### config.mk
export PLATFORM = sky130hd
export DESIGN_NAME = intc_top
export DESIGN_NICKNAME = d
export VERILOG_FILES = /design/src/rtl/intc_pkg.sv /design/src/rtl/intc_dpath.sv /design/src/rtl/intc_ctrl.sv /design/src/rtl/intc_top.sv
export SDC_FILE = /design/constraint.sdc
export NUM_CORES = 1
export LEC_CHECK = 0
export ABC_AREA = 1
export BUFFER_PORTS_ARGS = -buffer_cell sky130_fd_sc_hd__buf_2
export CORE_ASPECT_RATIO = 1.4
export CORE_MARGIN = 8
export CORE_UTILIZATION = 41
export CTS_CLUSTER_SIZE = 10
export DETAILED_ROUTE_END_ITERATION = 10
export MAX_ROUTING_LAYER = met4
export PLACE_DENSITY = 0.76
export SKIP_LAST_GASP = 1
export SLEW_MARGIN = 20
export SYNTH_ARGS = -nofsm -noshare
export SYNTH_HDL_FRONTEND = slang
export SYNTH_SLANG_ARGS = --single-unit
### constraint.sdc
create_clock -name clk -period 1.5 [get_ports clk]
set_clock_uncertainty 0.05 [all_clocks]
set_input_delay 0.225 -clock clk [delete_from_list [all_inputs] [get_ports clk]]
set_output_delay 0.225 -clock clk [all_outputs]
set_load 0.02 [all_outputs]
### src/rtl/intc_pkg.sv
package intc_pkg;

  typedef enum logic [2:0] {
    ST_IDLE,
    ST_PUSH,
    ST_ACK,
    ST_VEC,
    ST_LOAD
  } svcState_t;

  // strobes from control to datapath
  typedef struct packed {
    logic takeNmi;
    logic takeInt;
    logic cmdOk;
    logic latchAck;
    logic latchVec;
  } dpStrobe_t;

  // status from datapath to control
  typedef struct packed {
    logic       nmiPend;
    logic       intOk;
    logic [1:0] mode;
  } dpStatus_t;

endpackage

### src/rtl/intc_dpath.sv
module intc_dpath
  import intc_pkg::*;
#(
  parameter int DATA_W = 8,
  parameter int ADDR_W = 2 * DATA_W,
  parameter logic [ADDR_W-1:0] NMI_VEC = 'h0066,
  parameter logic [ADDR_W-1:0] IM1_VEC = 'h0038
) (
  input  logic              clk,
  input  logic              rstN,
  input  logic              nmiN,
  input  logic              intN,
  input  logic              boundary,
  input  logic              cmdEi,
  input  logic              cmdDi,
  input  logic              cmdRetn,
  input  logic              cmdSetMode,
  input  logic [1:0]        modeSel,
  input  logic [DATA_W-1:0] iReg,
  input  logic [DATA_W-1:0] ackData,
  input  logic [ADDR_W-1:0] vecWord,
  input  dpStrobe_t         strb,
  output dpStatus_t         stat,
  output logic              iff1,
  output logic              iff2,
  output logic [1:0]        intMode,
  output logic [ADDR_W-1:0] vecAddr,
  output logic [ADDR_W-1:0] tgt
);

  logic              nmiPrev;
  logic              nmiPend;
  logic              eiShadow;
  logic [DATA_W-1:0] ackQ;

  // falling-edge latch, cleared only when entry begins
  always_ff @(posedge clk or negedge rstN) begin
    if (!rstN) begin
      nmiPrev <= 1'b1;
      nmiPend <= 1'b0;
    end else begin
      nmiPrev <= nmiN;
      if (nmiPrev && !nmiN)  nmiPend <= 1'b1;
      else if (strb.takeNmi) nmiPend <= 1'b0;
    end
  end

  always_ff @(posedge clk or negedge rstN) begin
    if (!rstN) begin
      iff1     <= 1'b0;
      iff2     <= 1'b0;
      intMode  <= 2'd0;
      eiShadow <= 1'b0;
    end else begin
      if (strb.takeNmi) begin
        iff2 <= iff1;
        iff1 <= 1'b0;
      end else if (strb.takeInt) begin
        iff1 <= 1'b0;
        iff2 <= 1'b0;
      end else if (strb.cmdOk) begin
        if (cmdEi) begin
          iff1 <= 1'b1;
          iff2 <= 1'b1;
        end else if (cmdDi) begin
          iff1 <= 1'b0;
          iff2 <= 1'b0;
        end else if (cmdRetn) begin
          iff1 <= iff2;
        end
        if (cmdSetMode && modeSel != 2'd3) intMode <= modeSel;
      end
      if (strb.cmdOk && cmdEi) eiShadow <= 1'b1;
      else if (boundary)       eiShadow <= 1'b0;
    end
  end

  always_ff @(posedge clk or negedge rstN) begin
    if (!rstN) begin
      ackQ <= '0;
      tgt  <= '0;
    end else begin
      if (strb.latchAck) ackQ <= ackData;
      if (strb.takeNmi)                           tgt <= NMI_VEC;
      else if (strb.takeInt && intMode == 2'd1)   tgt <= IM1_VEC;
      else if (strb.latchVec)                     tgt <= vecWord;
    end
  end

  assign vecAddr      = {iReg, ackQ};
  assign stat.nmiPend = nmiPend;
  assign stat.intOk   = !intN && iff1 && !eiShadow && !cmdEi;
  assign stat.mode    = intMode;

endmodule

### src/rtl/intc_ctrl.sv
module intc_ctrl
  import intc_pkg::*;
(
  input  logic      clk,
  input  logic      rstN,
  input  logic      boundary,
  input  dpStatus_t stat,
  input  logic      ackDone,
  input  logic      ackLast,
  input  logic      pushDone,
  input  logic      vecDone,
  output dpStrobe_t strb,
  output logic      busy,
  output logic      ackReq,
  output logic      pushReq,
  output logic      vecReadReq,
  output logic      pcLoad,
  output logic      pcHold,
  output logic      injValid,
  output logic      svcNmi
);

  svcState_t  st, stNext;
  logic [1:0] svcMode;
  logic       idle;

  assign idle          = (st == ST_IDLE);
  assign strb.cmdOk    = idle;
  assign strb.takeNmi  = idle && boundary && stat.nmiPend;
  assign strb.takeInt  = idle && boundary && !stat.nmiPend && stat.intOk;
  assign strb.latchAck = (st == ST_ACK) && ackDone;
  assign strb.latchVec = (st == ST_VEC) && vecDone;

  always_comb begin
    stNext = st;
    unique case (st)
      ST_IDLE: begin
        if (strb.takeNmi)      stNext = ST_PUSH;
        else if (strb.takeInt) stNext = (stat.mode == 2'd2) ? ST_PUSH : ST_ACK;
      end
      ST_PUSH: if (pushDone) stNext = (svcNmi || svcMode == 2'd1) ? ST_LOAD : ST_ACK;
      ST_ACK: begin
        if (ackDone) begin
          if (svcMode == 2'd0)      stNext = ackLast ? ST_IDLE : ST_ACK;
          else if (svcMode == 2'd1) stNext = ST_PUSH;
          else                      stNext = ST_VEC;
        end
      end
      ST_VEC:  if (vecDone) stNext = ST_LOAD;
      ST_LOAD: stNext = ST_IDLE;
      default: stNext = ST_IDLE;
    endcase
  end

  always_ff @(posedge clk or negedge rstN) begin
    if (!rstN) begin
      st      <= ST_IDLE;
      svcNmi  <= 1'b0;
      svcMode <= 2'd0;
    end else begin
      st <= stNext;
      if (strb.takeNmi) begin
        svcNmi <= 1'b1;
      end else if (strb.takeInt) begin
        svcNmi  <= 1'b0;
        svcMode <= stat.mode;
      end
    end
  end

  assign busy       = !idle;
  assign ackReq     = (st == ST_ACK);
  assign pushReq    = (st == ST_PUSH);
  assign vecReadReq = (st == ST_VEC);
  assign pcLoad     = (st == ST_LOAD);
  assign pcHold     = !idle && !svcNmi && svcMode == 2'd0;
  assign injValid   = (st == ST_ACK) && !svcNmi && svcMode == 2'd0 && ackDone;

endmodule

### src/rtl/intc_top.sv
module intc_top
  import intc_pkg::*;
#(
  parameter int DATA_W = 8,
  localparam int ADDR_W = 2 * DATA_W,
  parameter logic [ADDR_W-1:0] NMI_VEC = 'h0066,
  parameter logic [ADDR_W-1:0] IM1_VEC = 'h0038
) (
  input  logic              clk,
  input  logic              rstN,
  input  logic              nmiN,
  input  logic              intN,
  input  logic              instrEnd,
  input  logic              halted,
  input  logic              cmdEi,
  input  logic              cmdDi,
  input  logic              cmdRetn,
  input  logic              cmdSetMode,
  input  logic [1:0]        modeSel,
  input  logic [DATA_W-1:0] iReg,
  input  logic [DATA_W-1:0] ackData,
  input  logic              ackDone,
  input  logic              ackLast,
  input  logic              pushDone,
  input  logic [ADDR_W-1:0] vecWord,
  input  logic              vecDone,
  output logic              iff1,
  output logic              iff2,
  output logic [1:0]        intMode,
  output logic              busy,
  output logic              ackReq,
  output logic              pushReq,
  output logic              vecReadReq,
  output logic [ADDR_W-1:0] vecAddr,
  output logic              pcLoad,
  output logic [ADDR_W-1:0] pcTarget,
  output logic              pcHold,
  output logic              injValid,
  output logic [DATA_W-1:0] injByte
);

  dpStrobe_t strb;
  dpStatus_t stat;
  logic      boundary;
  logic      svcNmi;

  assign boundary = instrEnd || halted;
  assign injByte  = ackData;

  intc_ctrl ctrl_i (
    .clk(clk), .rstN(rstN), .boundary(boundary), .stat(stat),
    .ackDone(ackDone), .ackLast(ackLast), .pushDone(pushDone), .vecDone(vecDone),
    .strb(strb), .busy(busy), .ackReq(ackReq), .pushReq(pushReq),
    .vecReadReq(vecReadReq), .pcLoad(pcLoad), .pcHold(pcHold),
    .injValid(injValid), .svcNmi(svcNmi)
  );

  intc_dpath #(
    .DATA_W(DATA_W), .ADDR_W(ADDR_W), .NMI_VEC(NMI_VEC), .IM1_VEC(IM1_VEC)
  ) dpath_i (
    .clk(clk), .rstN(rstN), .nmiN(nmiN), .intN(intN), .boundary(boundary),
    .cmdEi(cmdEi), .cmdDi(cmdDi), .cmdRetn(cmdRetn), .cmdSetMode(cmdSetMode),
    .modeSel(modeSel), .iReg(iReg), .ackData(ackData), .vecWord(vecWord),
    .strb(strb), .stat(stat), .iff1(iff1), .iff2(iff2), .intMode(intMode),
    .vecAddr(vecAddr), .tgt(pcTarget)
  );

endmodule

==> results of run 1 <==
## where the power goes
part | switching, uW | internal [uW] | total [uW] | leakage (uW)
Clock | 363 | 540 | 903 | 0.0000574
Combinational | 1810 | 1320 | 3130 | 0.00105
Sequential | 258 | 1420 | 1680 | 0.000457
Total | 2430 | 3280 | 5710 | 0.00156
## state kept, by name, indices dropped and copies added (netlist names)
name,count
dpath_i.tgt,16
dpath_i.ackQ,8
ctrl_i.st,3
ctrl_i.svcMode,2
dpath_i.intMode,2
ctrl_i.svcNmi,1
dpath_i.eiShadow,1
dpath_i.iff1,1
dpath_i.iff2,1
dpath_i.nmiPend,1
dpath_i.nmiPrev,1
## cell type report
class                      instances  area (um2)
multi-input combinational        148       830.8
fill                             430        1790
clock inverter                     2       37.54
inverter                          24       92.59
timing repair buffer             109       695.7
clock buffer                       6       82.58
tap                               62       77.57
sequential                        37       928.4
## cell families after synthesis
group	Yosys count	share of synthesized area
AOI/OAI and AO/OA	12	0.03244
buffers and inverters	45	0.1278
DFF	37	0.4809
muxes	8	0.04672
and+or+nand+nor	128	0.3121
## cell usage after synthesis (all sizes together)
cell / n
nand2: 72
dfrtp: 36
nand3: 30
inv: 24
buf: 21
nor2: 17
mux2: 8
a21oi: 5
o21ai: 5
nor3: 4
nand4: 3
o22ai: 2
or2: 2
dfstp: 1
## per-stage QoR
stage               setup slack (ns)  area (um2)
floorplan                   -0.01782        1942
global placement             0.05289        2386
detailed placement          0.008577        2386
CTS                          -0.1346        2635
global route                 -0.1949        2745
finish                       -0.1481        2745
## routing by layer
metal,share of wire,up-vias,track usage
li1,-,904,-
met1,0.36,868,0.1427
met2,0.55,59,0.2663
met3,0.076,5,0.04752
met4,0.0089,0,0.03709
met5,0,-,-
## critical path: cells and delay by family, from the launching register on
kind / cells / cell delay, ns
and+or+nand+nor: 3 / 0.28
buffers and inverters: 3 / 0.39
DFF: 1 / 0.41
## final timing paths
kind,startpoint,endpoint,depth (start not counted)
worst max register to register,ctrl_i.st[0],dpath_i.tgt[6],10
worst min register to register,dpath_i.ackQ[6],dpath_i.ackQ[6],1
max in group asynchronous,rstN,ctrl_i.st[1],3
worst min-delay path,vecWord[7],dpath_i.tgt[7],3
min in group asynchronous,rstN,dpath_i.iff1,3
worst max-delay path,ctrl_i.st[0],pcHold,6
## repair_timing
| item | CTS | global route |
|---|---|---|
| resized for setup | 15 | 14 |
| endpoints found under the hold margin | 37 | 0 |
| hold buffers | 2 | 0 |
| endpoints found under the setup margin | 7 | 31 |
| buffers inserted | 9 | 6 |
| pin swaps | 2 | 2 |
==> impl_results.md, run 1 <==
- DRT Pass-1 Iters: 6
- Worst setup SP type: flip-flop
- Largest net degree at the start of global routing: 38
- Worst EP arrival: 1.37 ns
- First-pass GRT wire length: 8.176 mm
- Number of vias per cell: between 4 and 5
- Pwr/cell area: between 2000 and 2500 nW/um2
- Sequential fraction of the synthesis area: 0.4809
- WL/cell: 13.55 um
- Actual transition at the worst max-transition pin: ~0.47 ns
- Post-Syn Area per Cell: about 8.4 um2
- Placed cell count: roughly 360
- Synthesized Nets: 278
- WS Path Type: flip-flop to output pin
- Grt ovf: 0
- Core Util, Final: 0.6052
- Vias in the first global route: 1,828
- CP peak stage delay: between 0.4 and 0.5 ns
- Drt total wl: roughly 5.3 mm
- Max Cap Viol: 0
- H-Tree Depth: 2
- CTS tree: done
- Die area: 7184 um2
- Final setup vio count: 32
- Post-synth top area cell: dfrtp_1
- WP data required: about 1.2 ns
- Yosys reg bits: 37
- Critical path cell sequence: buf_4, nor2_4, nand2_4, inv_4, nor3_1, buf_4
- Run status: complete, but fails checks
- Commonest non-fill, non-tap cell in the layout: buf_2
- Num CTS Buffers: 5
- Share of layout cells above drive strength 1: 0.4724
- Final Non-Filler Cells: 388
- Hpwl dp: ~3.9 mm
- Final ANT Viol Nets: 0
- CP Capture Type: output pin
- Most frequent cells in the layout: buf_2 (77), nand2_1 (67), dfrtp_1 (35)
- Overall die height: ~100 um
- Min-delay worst type: input pin to flip-flop
- Gr usage total: 0.1473
- Clk Latency, worst-skew pair: between 0.2 and 0.3 ns
- Synth Cell Area: ~1900 um2
- Max_slew headroom: 0.6860
- Gpl congestion: between 0.8 and 0.9
- Max-slew violations: 0
- Ys Warns: 0
- Root buffer cell: clkbuf_8
- Fmax: 0.6068 GHz
- CTS max path bufs: 2
- 1st-iter DRT viols: just over 70
- Final Hold Fails: 0
- Layout Nets: ~370
- Max VDD drop: roughly 1000 uV
- Fin crit period: 1.648 ns
- Clock transition at path regs: 0.07 ns
- Cell Rows: 29
- Initial antenna violation count: 0
- Slowest cell on crit path: dfrtp_1
- Hold WS: approximately 0.08 ns
- Synth Instances: 230
- Sink Count: 37
- Initial Util: 0.4251
- Area growth syn-to-layout: 42.37%
- Diodes inserted: 0
- Post-synth top area share: 0.4672
- Flop2flop setup slack: -0.12 ns
- Worst path most repeated cell: buf_4
- Unique masters post-synth: 24
- DRC: 0
- Die Wd: between 70 and 80 um
- Post-Route Setup TNS: -2.288 ns
- Violated checks: negative setup slack
- Total Power: about 5700 uW
- Pleak: roughly 0.0016 uW
- Crit-path max FO: 6
- Routed vias: ~1,800
- Final Cycle Share: 1.099
- Core ar.: roughly 4500 um2
- Number of port buffers: 82
- Largest cells by area after synthesis: dfrtp_1 (47%), nand2_1 (13%), nand3_1 (7.3%)
- Ports: approximately 100
- RSZ-0062 raised after global routing: yes
- Final worst slack: -0.1481 ns
Note: power is estimated with default switching activity, not from simulation.
==> run 2, diff against run 1 <==
--- a/config.mk
+++ b/config.mk
@@ -6,14 +6,14 @@
 export NUM_CORES = 1
 export LEC_CHECK = 0
 export ABC_AREA = 1
-export BUFFER_PORTS_ARGS = -buffer_cell sky130_fd_sc_hd__buf_2
 export CORE_ASPECT_RATIO = 1.4
 export CORE_MARGIN = 8
-export CORE_UTILIZATION = 41
+export CORE_UTILIZATION = 56
 export CTS_CLUSTER_SIZE = 10
 export DETAILED_ROUTE_END_ITERATION = 10
+export DONT_BUFFER_PORTS = 1
 export MAX_ROUTING_LAYER = met4
-export PLACE_DENSITY = 0.76
+export PLACE_DENSITY = 0.74
 export SKIP_LAST_GASP = 1
 export SLEW_MARGIN = 20
 export SYNTH_ARGS = -nofsm -noshare
==> impl_results.md, run 2 (synthesis gave the netlist of run 1 again) <==
- Worst path most repeated cell: nand2_1
- Final Cycle Share: 1.058 (-0.04028)
- Part of the power in registers: 0.403 (+0.108)
- Pint: 2882 uW (-12%)
- CP delay by family, top: simple AND/OR/NAND/NOR gates
- Initial antenna violation count: 0 (unchanged)
- Final Hold Fails: 0 (unchanged)
- RSZ-0062 raised after global routing: yes
- Cells on worst reg2reg path: 10 (unchanged)
- Largest net degree at the start of global routing: 38 (unchanged)
- Num CTS Buffers: 5 (unchanged)
- Placed cell count: 267 (-26%)
- Min-delay worst type: input pin to flip-flop
- Most frequent cells in the layout: nand2_1 (64), dfrtp_1 (34), buf_4 (26)
- Critical path cell sequence: nor2_4, nand2_4, buf_6, nor2_4, nand3_2, buf_12, nand2_1, nand2_1, nand2_1, nand2_1
- Ports: 99 (unchanged)
- DRC: 0 (unchanged)
- Commonest non-fill, non-tap cell in the layout: nand2_1
- Routed vias: 1,603 (-13%)
- Pwr/cell area: 2149 nW/um2 (+3.3%)
- Max VDD drop: 1398 uV (+38%)
- Flop2flop setup slack: -0.09 ns (+0.03 ns)
- Cell Rows: 25 (-14%)
- Actual transition at the worst max-transition pin: 0.3857 ns (-0.08522 ns)
- Fin crit period: 1.588 ns (-0.06042 ns)
- Clock transition at path regs: 0.08 ns (about the same)
- Met1 GRT Util: 0.1845 (+0.04185)
- Busiest metal layer after global routing: met2
- Max_slew headroom: 0.7419 (+0.05587)
- R2R Path End: dpath_i.tgt[2]
- Clock Power Share: 0.126 (-0.032)
- Hold Path End: dpath_i.tgt[7]
- WS Path Type: flip-flop to flip-flop
- WL/cell: 16.37 um (+21%)
- Design area: 2447 um2 (-11%)
- Die Wd: 65.59 um (-11%)
- Layout Nets: 310 (-17%)
- Bufs and invs on worst path: 2 (-1)
- DRT Pass-1 Iters: 4 (-2)
- Violated checks: negative setup slack
- Largest register FFs: 16 (unchanged)
- Reg2reg start: ctrl_i.st[0]
- Share of layout cells above drive strength 1: 0.3270 (-0.1454)
- Placed cell areas: 1983 um2 (-17%)
- Hpwl dp: 3.392 mm (-12%)
- Initial Util: 0.5761 (+0.1510)
- Hold WS: 0.01124 ns (-0.06918 ns)
- Overall die height: 85.43 um (-12%)
- Clk Latency, worst-skew pair: 0.29 ns (about the same)
- Die area: 5603 um2 (-22%)
- Vias in the first global route: 1,568 (-14%)
- Pleak: 0.001293 uW (-17%)
- Worst setup SP type: flip-flop
- Drt total wl: 4.960 mm (-5.7%)
- Area growth syn-to-layout: 26.93%
- Number of port buffers: 0 (-100%)
- Met2 usage: 0.3001 (+0.03379)
- Slowest cell on crit path: dfrtp_2
- Final Non-Filler Cells: 303 (-22%)
- Core ar.: 3347 um2 (-26%)
- Hold Startpoint: vecWord[7]
- Hold path depth: 2 (-1)
- Worst EP arrival: 1.72 ns (+0.35 ns)
- Max Cap Viol: 0 (unchanged)
- M3 GR Usage: 0.06456 (+0.01704)
- First-pass GRT wire length: 7.617 mm (-6.8%)
- Total Power: 5260 uW (-7.9%)
- Number of vias per cell: 5.290 (+12%)
- Crit-path max FO: 21 (+15)
- Run status: complete, but fails checks
- Gpl congestion: 0.8846 (+6.0%)
- CP peak stage delay: 0.44 ns (+0.03 ns)
- Gr usage total: 0.1790 (+0.03171)
- CTS max path bufs: 2 (unchanged)
- Logic pwr share: 0.470 (-0.077)
- Switching share of total power: 0.4521 (+0.02693)
- Place WS: -0.05400 ns (-0.06257 ns)
- Grt ovf: 0 (unchanged)
- Final ANT Viol Nets: 0 (unchanged)
- WP data required: 1.63 ns (+0.41 ns)
- H-Tree Depth: 2 (unchanged)
- Sw power: 2378 uW (-2.1%)
- Reg with most FFs: dpath_i.tgt
- Fmax: 0.6298 GHz (+3.8%)
- Sink Count: 37 (unchanged)
- 1st-iter DRT viols: 74 (+4.2%)
- Max-slew violations: 0 (unchanged)
- CTS tree: done
- Root buffer cell: clkbuf_8
- Final setup vio count: 21 (-34%)
- Final worst slack: -0.08769 ns (+0.06042 ns)
- Diodes inserted: 0 (unchanged)
- Top Registers: dpath_i.tgt (16), dpath_i.ackQ (8), ctrl_i.st (3)
- CP Capture Type: flip-flop
[run 2: how the worst max path moves through the flow]
stage | cells after the start | start | slack (ns) | endpoint
6_report | 10 | ctrl_i.st[0] | -0.09 | dpath_i.tgt[2]
3_3_place_gp | 8 | ctrl_i.st[1] | -0.01 | dpath_i.tgt[2]
4_1_cts | 5 | ctrl_i.st[0] | -0.09 | injValid
2_1_floorplan | 5 | ctrl_i.st[2] | -0.02 | injValid
5_1_grt | 8 | ctrl_i.st[1] | -0.17 | dpath_i.tgt[9]
3_5_place_dp | 8 | ctrl_i.st[0] | -0.05 | dpath_i.tgt[2]
[run 2: timing repair]
item,4_1_cts,5_1_grt
setup buffers,10,6
endpoints found under the hold margin,48,0
pin swaps,5,10
setup endpoints to repair,14,32
hold buffers,12,0
resized for setup,10,24
[run 2: metrics by stage]
step | util | setup TNS [ns]
2_1_floorplan | - | -0.01782
3_3_place_gp | 0.5925 | -0.04809
3_5_place_dp | 0.5925 | -0.3697
4_1_cts | 0.6912 | -1.452
5_1_grt | 0.7312 | -3.041
6_report | 0.7312 | -1.204
[run 2: power groups by stage]
stage / sequential, uW / combinational [uW] / clock [uW]
after floorplan: 2100 / 1310 / 0
after global placement: 2120 / 1760 / 0
after detailed placement: 2130 / 1820 / 0
after CTS: 2120 / 2170 / 688
after global routing: 2170 / 2700 / 723
final: 2120 / 2470 / 665
[run 2: final cells by class]
type,instances,area (um2)
Clock buffer,5,68.82
Clock inverter,3,17.52
Fill cell,240,899.6
Inverter,24,92.59
Multi-Input combinational cell,148,855.8
Sequential cell,37,929.6
Tap cell,40,50.05
Timing Repair Buffer,46,432.9
[run 2: worst register-to-register path, stage by stage, from the launching register on]
cell	delay, ns
dfrtp_2	0.44
nor2_4	0.15
nand2_4	0.08
buf_6	0.13
nor2_4	0.15
nand3_2	0.11
buf_12	0.17
nand2_1	0.07
nand2_1	0.04
nand2_1	0.05
nand2_1	0.05
[run 2: metal layers]
layer,part of all wire,routed length (um),vias up
met5,0,0,-
met4,0.011,55,0
met3,0.067,332,8
met2,0.56,2761,50
met1,0.37,1811,764
li1,-,-,781
